<file path="src/rtl/skt_pkg.sv">
package skt_pkg;
   typedef enum logic {
      BR_STRETCH = 1'b0,
      BR_FOLD    = 1'b1
   } skt_branch_e;

   // round a real to the nearest integer at elaboration
   function automatic longint skt_round(real v);
      return longint'(v);
   endfunction
endpackage

</file>
<file path="src/rtl/skt_branch.sv">
module skt_branch
   import skt_pkg::*;
#(
   parameter int              STATE_W = 32,
   parameter logic [STATE_W-1:0] P_Q  = '0
) (
   input  logic [STATE_W-1:0] cur,
   output skt_branch_e        br,
   output logic [STATE_W-1:0] operand
);
   always_comb begin
      if (cur <= P_Q) begin
         br      = BR_STRETCH;
         operand = cur;
      end else begin
         br      = BR_FOLD;
         // 1.0 - cur in unsigned fraction: two's complement of cur
         operand = STATE_W'(0) - cur;
      end
   end
endmodule

</file>
<file path="src/rtl/skt_scale.sv">
module skt_scale #(
   parameter int              STATE_W = 32,
   parameter int              FRAC_R  = 30,
   parameter logic [STATE_W-1:0] ZERO_SEED = 1
) (
   input  logic [STATE_W-1:0]  operand,
   input  logic [FRAC_R+1:0]   recip,
   output logic [STATE_W-1:0]  result
);
   localparam int RW = FRAC_R + 2;
   localparam int PW = STATE_W + RW;

   logic [PW-1:0]      prod;
   logic               ovf;
   logic [STATE_W-1:0] trunc;

   always_comb begin
      prod  = PW'(operand) * PW'(recip);
      ovf   = |prod[PW-1:FRAC_R+STATE_W];
      trunc = prod[FRAC_R +: STATE_W];
      if (ovf)
         result = '1;
      else if (trunc == '0)
         result = ZERO_SEED;
      else
         result = trunc;
   end
endmodule

</file>
<file path="src/rtl/skt_iter.sv">
module skt_iter
   import skt_pkg::*;
#(
   parameter int              STATE_W     = 32,
   parameter int              FRAC_R      = 30,
   parameter int              KS_LSB      = 16,
   parameter real             P_CTRL      = 0.54321,
   parameter logic [STATE_W-1:0] RESET_STATE = 32'h1234_5678,
   parameter logic [STATE_W-1:0] ZERO_SEED   = 1
) (
   input  logic               clk,
   input  logic               rst_n,
   input  logic               key_load,
   input  logic [STATE_W-1:0] key_val,
   input  logic               step_en,
   output logic [STATE_W-1:0] state_q,
   output logic [7:0]         ks_byte,
   output logic               ks_valid
);
   localparam int RW = FRAC_R + 2;
   localparam logic [STATE_W-1:0] P_Q =
      STATE_W'(skt_round(P_CTRL * (2.0 ** STATE_W)));
   localparam logic [RW-1:0] R_LO =
      RW'(skt_round((2.0 ** FRAC_R) / P_CTRL));
   localparam logic [RW-1:0] R_HI =
      RW'(skt_round((2.0 ** FRAC_R) / (1.0 - P_CTRL)));

   // elaboration-time parameter checks
   generate
      if (STATE_W < 16 || STATE_W > 48)
         $error("skt_iter: STATE_W must lie in 16..48");
      if (KS_LSB < 0 || KS_LSB + 8 > STATE_W)
         $error("skt_iter: keystream byte falls outside the state");
      if (FRAC_R < 8 || FRAC_R > 40)
         $error("skt_iter: FRAC_R out of range");
      if (P_CTRL <= 0.0 || P_CTRL >= 1.0)
         $error("skt_iter: control point must be strictly inside (0,1)");
      if (ZERO_SEED == '0)
         $error("skt_iter: ZERO_SEED must be nonzero");
   endgenerate

   skt_branch_e        br;
   logic [STATE_W-1:0] operand;
   logic [RW-1:0]      recip;
   logic [STATE_W-1:0] next_s;

   skt_branch #(
      .STATE_W (STATE_W),
      .P_Q     (P_Q)
   ) branch_i (
      .cur     (state_q),
      .br      (br),
      .operand (operand)
   );

   assign recip = (br == BR_STRETCH) ? R_LO : R_HI;

   skt_scale #(
      .STATE_W   (STATE_W),
      .FRAC_R    (FRAC_R),
      .ZERO_SEED (ZERO_SEED)
   ) scale_i (
      .operand (operand),
      .recip   (recip),
      .result  (next_s)
   );

   always_ff @(posedge clk) begin
      if (!rst_n) begin
         state_q  <= RESET_STATE;
         ks_valid <= 1'b0;
      end else if (key_load) begin
         state_q  <= key_val;
         ks_valid <= 1'b0;
      end else begin
         if (step_en)
            state_q <= next_s;
         ks_valid <= step_en;
      end
   end

   assign ks_byte = state_q[KS_LSB +: 8];
endmodule

</file>
<file path="config.mk">
export PLATFORM = sky130hd
export DESIGN_NAME = skt_iter
export DESIGN_NICKNAME = d
export VERILOG_FILES = /design/src/rtl/skt_pkg.sv /design/src/rtl/skt_branch.sv /design/src/rtl/skt_scale.sv /design/src/rtl/skt_iter.sv
export SDC_FILE = /design/constraint.sdc
export NUM_CORES = 2
export LEC_CHECK = 0
export ABC_AREA = 1
export BUFFER_PORTS_ARGS = -buffer_cell sky130_fd_sc_hd__clkbuf_2
export CORE_ASPECT_RATIO = 1.1
export CORE_MARGIN = 4
export CORE_UTILIZATION = 26
export DETAILED_ROUTE_END_ITERATION = 10
export SYNTH_ARGS = -nofsm -noshare
export SYNTH_HDL_FRONTEND = slang
export SYNTH_SLANG_ARGS = --single-unit
</file>
<file path="constraint.sdc">
create_clock -name clk -period 17.4 [get_ports clk]
set_input_delay 0.87 -clock clk [delete_from_list [all_inputs] [get_ports clk]]
set_output_delay 0.87 -clock clk [all_outputs]
set_load 0.05 [all_outputs]
</file>
# After elaboration in Yosys (flattened, before gate mapping)
# Index checks and enable logic that the tools add are counted.
# word_totals
reg_bits,33
# classes
addsub,1
n_mul,1
n_lt_le_gt_ge,1
n_mux,6
n_bitwise,1
reduce_logical,4
# ops
op,n
$mux 32,6
$mul 32x32->64,1
$le 32x32->1 const B,1
$logic_not 32->1,1
$sub 1x32->32 const A,1
$reduce_or 2->1,2
$reduce_bool 2->1,1
$not 1->1,1

# Logic depth before layout (Yosys ltp)
# logic_depth
depth_word,8
depth_mapped,54

# Hierarchy
# A second synthesis with hierarchy kept.
# hier_totals
hier_cells,5410
area_unflattened_um2,38638.3
# modules_own_cells
module,n_inst,cells_per_inst,area_per_inst_um2,seq_area_each_um2
skt_scale,1,4867,35646.7,0.0
skt_iter,1,230,1542.7,660.6
skt_branch,1,313,1448.9,0.0

# Worst setup path before layout
# Ideal clock, no wire load.
# synth_path
path_type,register to register
start,register state_q[0]
end,register state_q[2]
arrival_time_ns,9.091
required_time_ns,17.284
slack_ns,8.193
path_stages_with_launch,45
n_path_buf,4
synth_period_minus_slack_ns,9.207
path_cell_list,dfxtp_1 > inv_1 > ha_1 > nand2_1 > o311ai_1 > nand2_1 > nand2_1 > nand2_1 > nand2_2 > buf_6 > buf_8 > buf_6 > nand2_2 > nand2_1 > nor2_1 > inv_1 > fa_1 > inv_1 > [... 9 more ...] > fa_1 > inv_1 > ha_1 > nand2_1 > nor2_2 > inv_1 > nor3_1 > nand2_1 > nand2_1 > nand3_1 > nand2_1 > xor2_2 > nand2_1 > nor2_2 > buf_4 > nand3_1 > o211ai_1 > inv_1
# synth_between
elab_chain_cells,8
word_cells_on_any_way,11
# synth_rtl
item,line,rtl
"start, declared",skt_iter.sv:16,"output logic [STATE_W-1:0] state_q,"
"start signal, assigned",skt_iter.sv:73,state_q <= key_val;
"start signal, assigned",skt_iter.sv:77,state_q <= next_s;
$sub 1x32->32 or $le 32x32->1 (tied branches),"skt_branch.sv:18, skt_branch.sv:12",
"$mux 32, on equally long branches","skt_branch.sv:12, skt_iter.sv:56",
$mul 32x32->64 (*),skt_scale.sv:18,prod = PW'(operand) * PW'(recip);
$logic_not 32->1,skt_scale.sv:23,else if (trunc == '0)
$mux 32,skt_scale.sv:23,
$mux 32 (*),skt_scale.sv:21,if (ovf)
$mux 32 (*),skt_iter.sv:76,if (step_en)
$mux 32 (*),skt_iter.sv:72,end else if (key_load) begin
# Every way passes the cells marked *; elsewhere a longest branch is shown, timed or not. The select of a mux whose other input is x is not followed.
# A chain may end at the register's enable or synchronous reset.

# Worst setup path after layout
# layout_path
start,register state_q[0]
end,register state_q[24]
# The elaborated chain is that of the path after synthesis.

==> metrics.cfg <==
[status]
status=finished, final reports clean

[floorplan]
coreArea_um2=118000
io-pin-count=77
initial_utilization_pct=26.2
floorplan.die.width_um=337
core.rowCount=132
die-area_um2=125000
fp.dieH_um=370

[sta]
setup_repair_after_global_routing_missed_its_margin=false
post-route-period-util_pct=69.9
fmaxAchievable_mhz=82.2
maxSlewHeadroom_pct=24.6
finalClockSkew_ns=0.00922
finalSetupViolCount=0
final.setup.tns_ns=0
slew_viol_final=0
worst_slack_ns=5.24
tightest_slew_ns=1.13
post-route-min-period_ns=12.16
hold_violations=0

[setup_path]
cp.required_ns=17.59
slowest_delay_ns=0.84
timing.critical_path.fanout_max=53
timing.critical_path.slowest_stage_cell=sky130_fd_sc_hd__nor2_2
end_kind=flop
cp.buffers_inverters=10
cp_top_family=adder cells
worst-setup-path-type=reg -> reg
timing.critical_path.mode_cell=sky130_fd_sc_hd__nand2_1
timing.critical_path.from_type=flop
regToRegSetupSlack_ns=5.24
arrival_ns=12.35

[job]
cap_viol_max_count=0

[synthesis]
post_synth_num_cell_types=54
post_synth_instance_area_um2=30900
postSynthRegisterBits=33
synth.avg_cell_area_um2=7.80
fraction_of_registers_with_async_set_reset_pct=0
synth_seq_area_share_pct=2.13
yosys_most_used_dff=sky130_fd_sc_hd__dfxtp_1
yosys_warning_total=0
synth_compound_gate_area_share_pct=3.29
synthesized_area_fraction_occupied_by_and_or_nand_nor_cells_pct=17.0
synthCells=3966
yosys.area_share.adder_pct=58.7
synth-xor-area-share_pct=1.61
synth_top_family_by_area=adder cells
multiplexer_fraction_of_the_synthesized_cell_area_pct=0
synth-edff-count=0

[detailed_routing]
drt_first_iter_violations=1983
drc_errors=0
vias=24700
wl_per_cell_um=21.5
drt-pass1-iter-count=6
detail_route.vias_per_cell=4.48
wl_um=119000
drtAntennaViolNets=0

[global_routing]
grt_antenna_before_repair=2
groute.usage.overall_pct=19.1
first_global_vias=25700
grt_max_degree=54
grt_overflow_total=0
grt_pass1_wl_um=174000

[place]
routabilityCongestion=1.01
dp_worst_setup_slack_ns=5.38
detailedPlacementHpwl_um=109000
numPlacedInstances=5502
placement.io_buffers=76

[finish]
stdcell_count=5512
area_delta_synth_final_pct=6.73
final_core_utilization_pct=28.0
finish.net_count=5093
fillCellCount=13000
final_layout_size_suffix_gt1_share_pct=5.59

[hold_path]
hp-class=reg -> reg

[clocking]
cts_max_level=2
clk_transition_reported_paths_ns=0.07
post_cts.resized_instances=0
cts.hold.buffers_added=0
cts-root-to-sink-buffers=2
cts_setup_buffers=0
clock_sinks=33
root_buf_cell=sky130_fd_sc_hd__clkbuf_16
clkLatencyLatePin_ns=0.30
cts_made_buffers=5
clock_tree_from_tritoncts=built

-- sequential cells by signal, summed over array words and instances (netlist names) --
signal	count
ks_valid	1
state_q	32
-- layout by cell type (no fill, tap or decap), types with 26 or more instances in the layout --
| cell type | count |
|---|---|
| sky130_fd_sc_hd__inv_2 | 30 |
| sky130_fd_sc_hd__nand3_1 | 81 |
| sky130_fd_sc_hd__nor2_2 | 26 |
| sky130_fd_sc_hd__nand2_1 | 760 |
| sky130_fd_sc_hd__dfxtp_1 | 33 |
| sky130_fd_sc_hd__ha_1 | 484 |
| sky130_fd_sc_hd__a21oi_1 | 63 |
| sky130_fd_sc_hd__inv_1 | 1252 |
| sky130_fd_sc_hd__nand4_1 | 27 |
| sky130_fd_sc_hd__clkbuf_2 | 76 |
| sky130_fd_sc_hd__nor2_1 | 237 |
| sky130_fd_sc_hd__xor2_1 | 46 |
| sky130_fd_sc_hd__fa_1 | 605 |
| sky130_fd_sc_hd__o21ai_0 | 34 |
-- worst reg2reg max path, delay by kind of cell, from the launching register on --
kind | cells | cell delay (ns)
buf+inv | 10 | 1.45
simple gates | 18 | 4.64
fa+ha+maj | 10 | 4.74
xor+xnor | 1 | 0.18
flops | 1 | 0.54
compound gates | 2 | 0.49
-- kinds of logic (layout without fill, tap and decap cells) --
group,count (synthesis),count (layout)
xor gates and xnor gates,56,56
AOI/OAI and AO/OA,171,171
and+or+nand+nor,1228,1228
other,2,13
buffers and inverters,1387,1381
adders and majority gates,1089,1089
DFF,33,33
-- final timing paths --
kind | start | endpoint | depth (start not counted)
worst max-delay path | state_q[0]$_SDFFE_PN0P_ | state_q[24]$_SDFFE_PN0P_ | 41
worst min-delay path | state_q[28]$_SDFFE_PN1P_ | state_q[28]$_SDFFE_PN1P_ | 2
worst max register to register | state_q[0]$_SDFFE_PN0P_ | state_q[24]$_SDFFE_PN0P_ | 41
worst min register to register | state_q[28]$_SDFFE_PN1P_ | state_q[28]$_SDFFE_PN1P_ | 2
-- synthesized netlist by cell type, types with 17 or more instances --
cell type / n / area share [%]
sky130_fd_sc_hd__nand2_1: 760 / 9.2
sky130_fd_sc_hd__fa_1: 605 / 39
sky130_fd_sc_hd__nor2_2: 26 / 0.53
sky130_fd_sc_hd__dfxtp_1: 33 / 2.1
sky130_fd_sc_hd__nor2_1: 238 / 2.9
sky130_fd_sc_hd__o21bai_1: 22 / 0.53
sky130_fd_sc_hd__inv_2: 30 / 0.36
sky130_fd_sc_hd__a21oi_1: 63 / 1.0
sky130_fd_sc_hd__nand3_1: 81 / 1.3
sky130_fd_sc_hd__clkbuf_1: 73 / 0.89
sky130_fd_sc_hd__nand2_2: 23 / 0.46
sky130_fd_sc_hd__xor2_1: 46 / 1.3
sky130_fd_sc_hd__nor2_4: 17 / 0.62
sky130_fd_sc_hd__inv_1: 1252 / 15
sky130_fd_sc_hd__o21ai_1: 17 / 0.27
sky130_fd_sc_hd__nand4_1: 27 / 0.55
sky130_fd_sc_hd__ha_1: 484 / 20
sky130_fd_sc_hd__o21ai_0: 34 / 0.55
-- stage by stage --
stage / area (µm²) / hold slack [ns]
2_1_floorplan: 31000 / 0.740
3_3_place_gp: 32900 / 0.587
3_5_place_dp: 32900 / 0.618
4_1_cts: 33000 / 0.632
5_1_grt: 33000 / 0.652
6_report: 33000 / 0.627
-- routing by layer --
metal  vias to the layer above  share of wire [%]  global-route usage [%]
li1                      11500                  -                       -
met1                     12100                 44                    26.0
met2                       898                 45                    30.9
met3                       181                6.7                    2.57
met4                         2                4.6                    6.99
met5                         -             0.0084                       0
-- cell type report --
cell class	count	area, µm²	share of cell area (%)
multi-input cells	2555	25000	75.7
inverters	1285	4830	14.6
well taps	1541	1930	5.84
flip-flops and latches	33	661	2.00
repair buffers	88	470	1.42
clock buffers	5	125	0.379
clock inverters	3	17.5	0.0530
diodes	2	5.00	0.0152
Power is not shown: default switching activity piles up to over one toggle a cycle in this logic, so the estimate is an artifact.
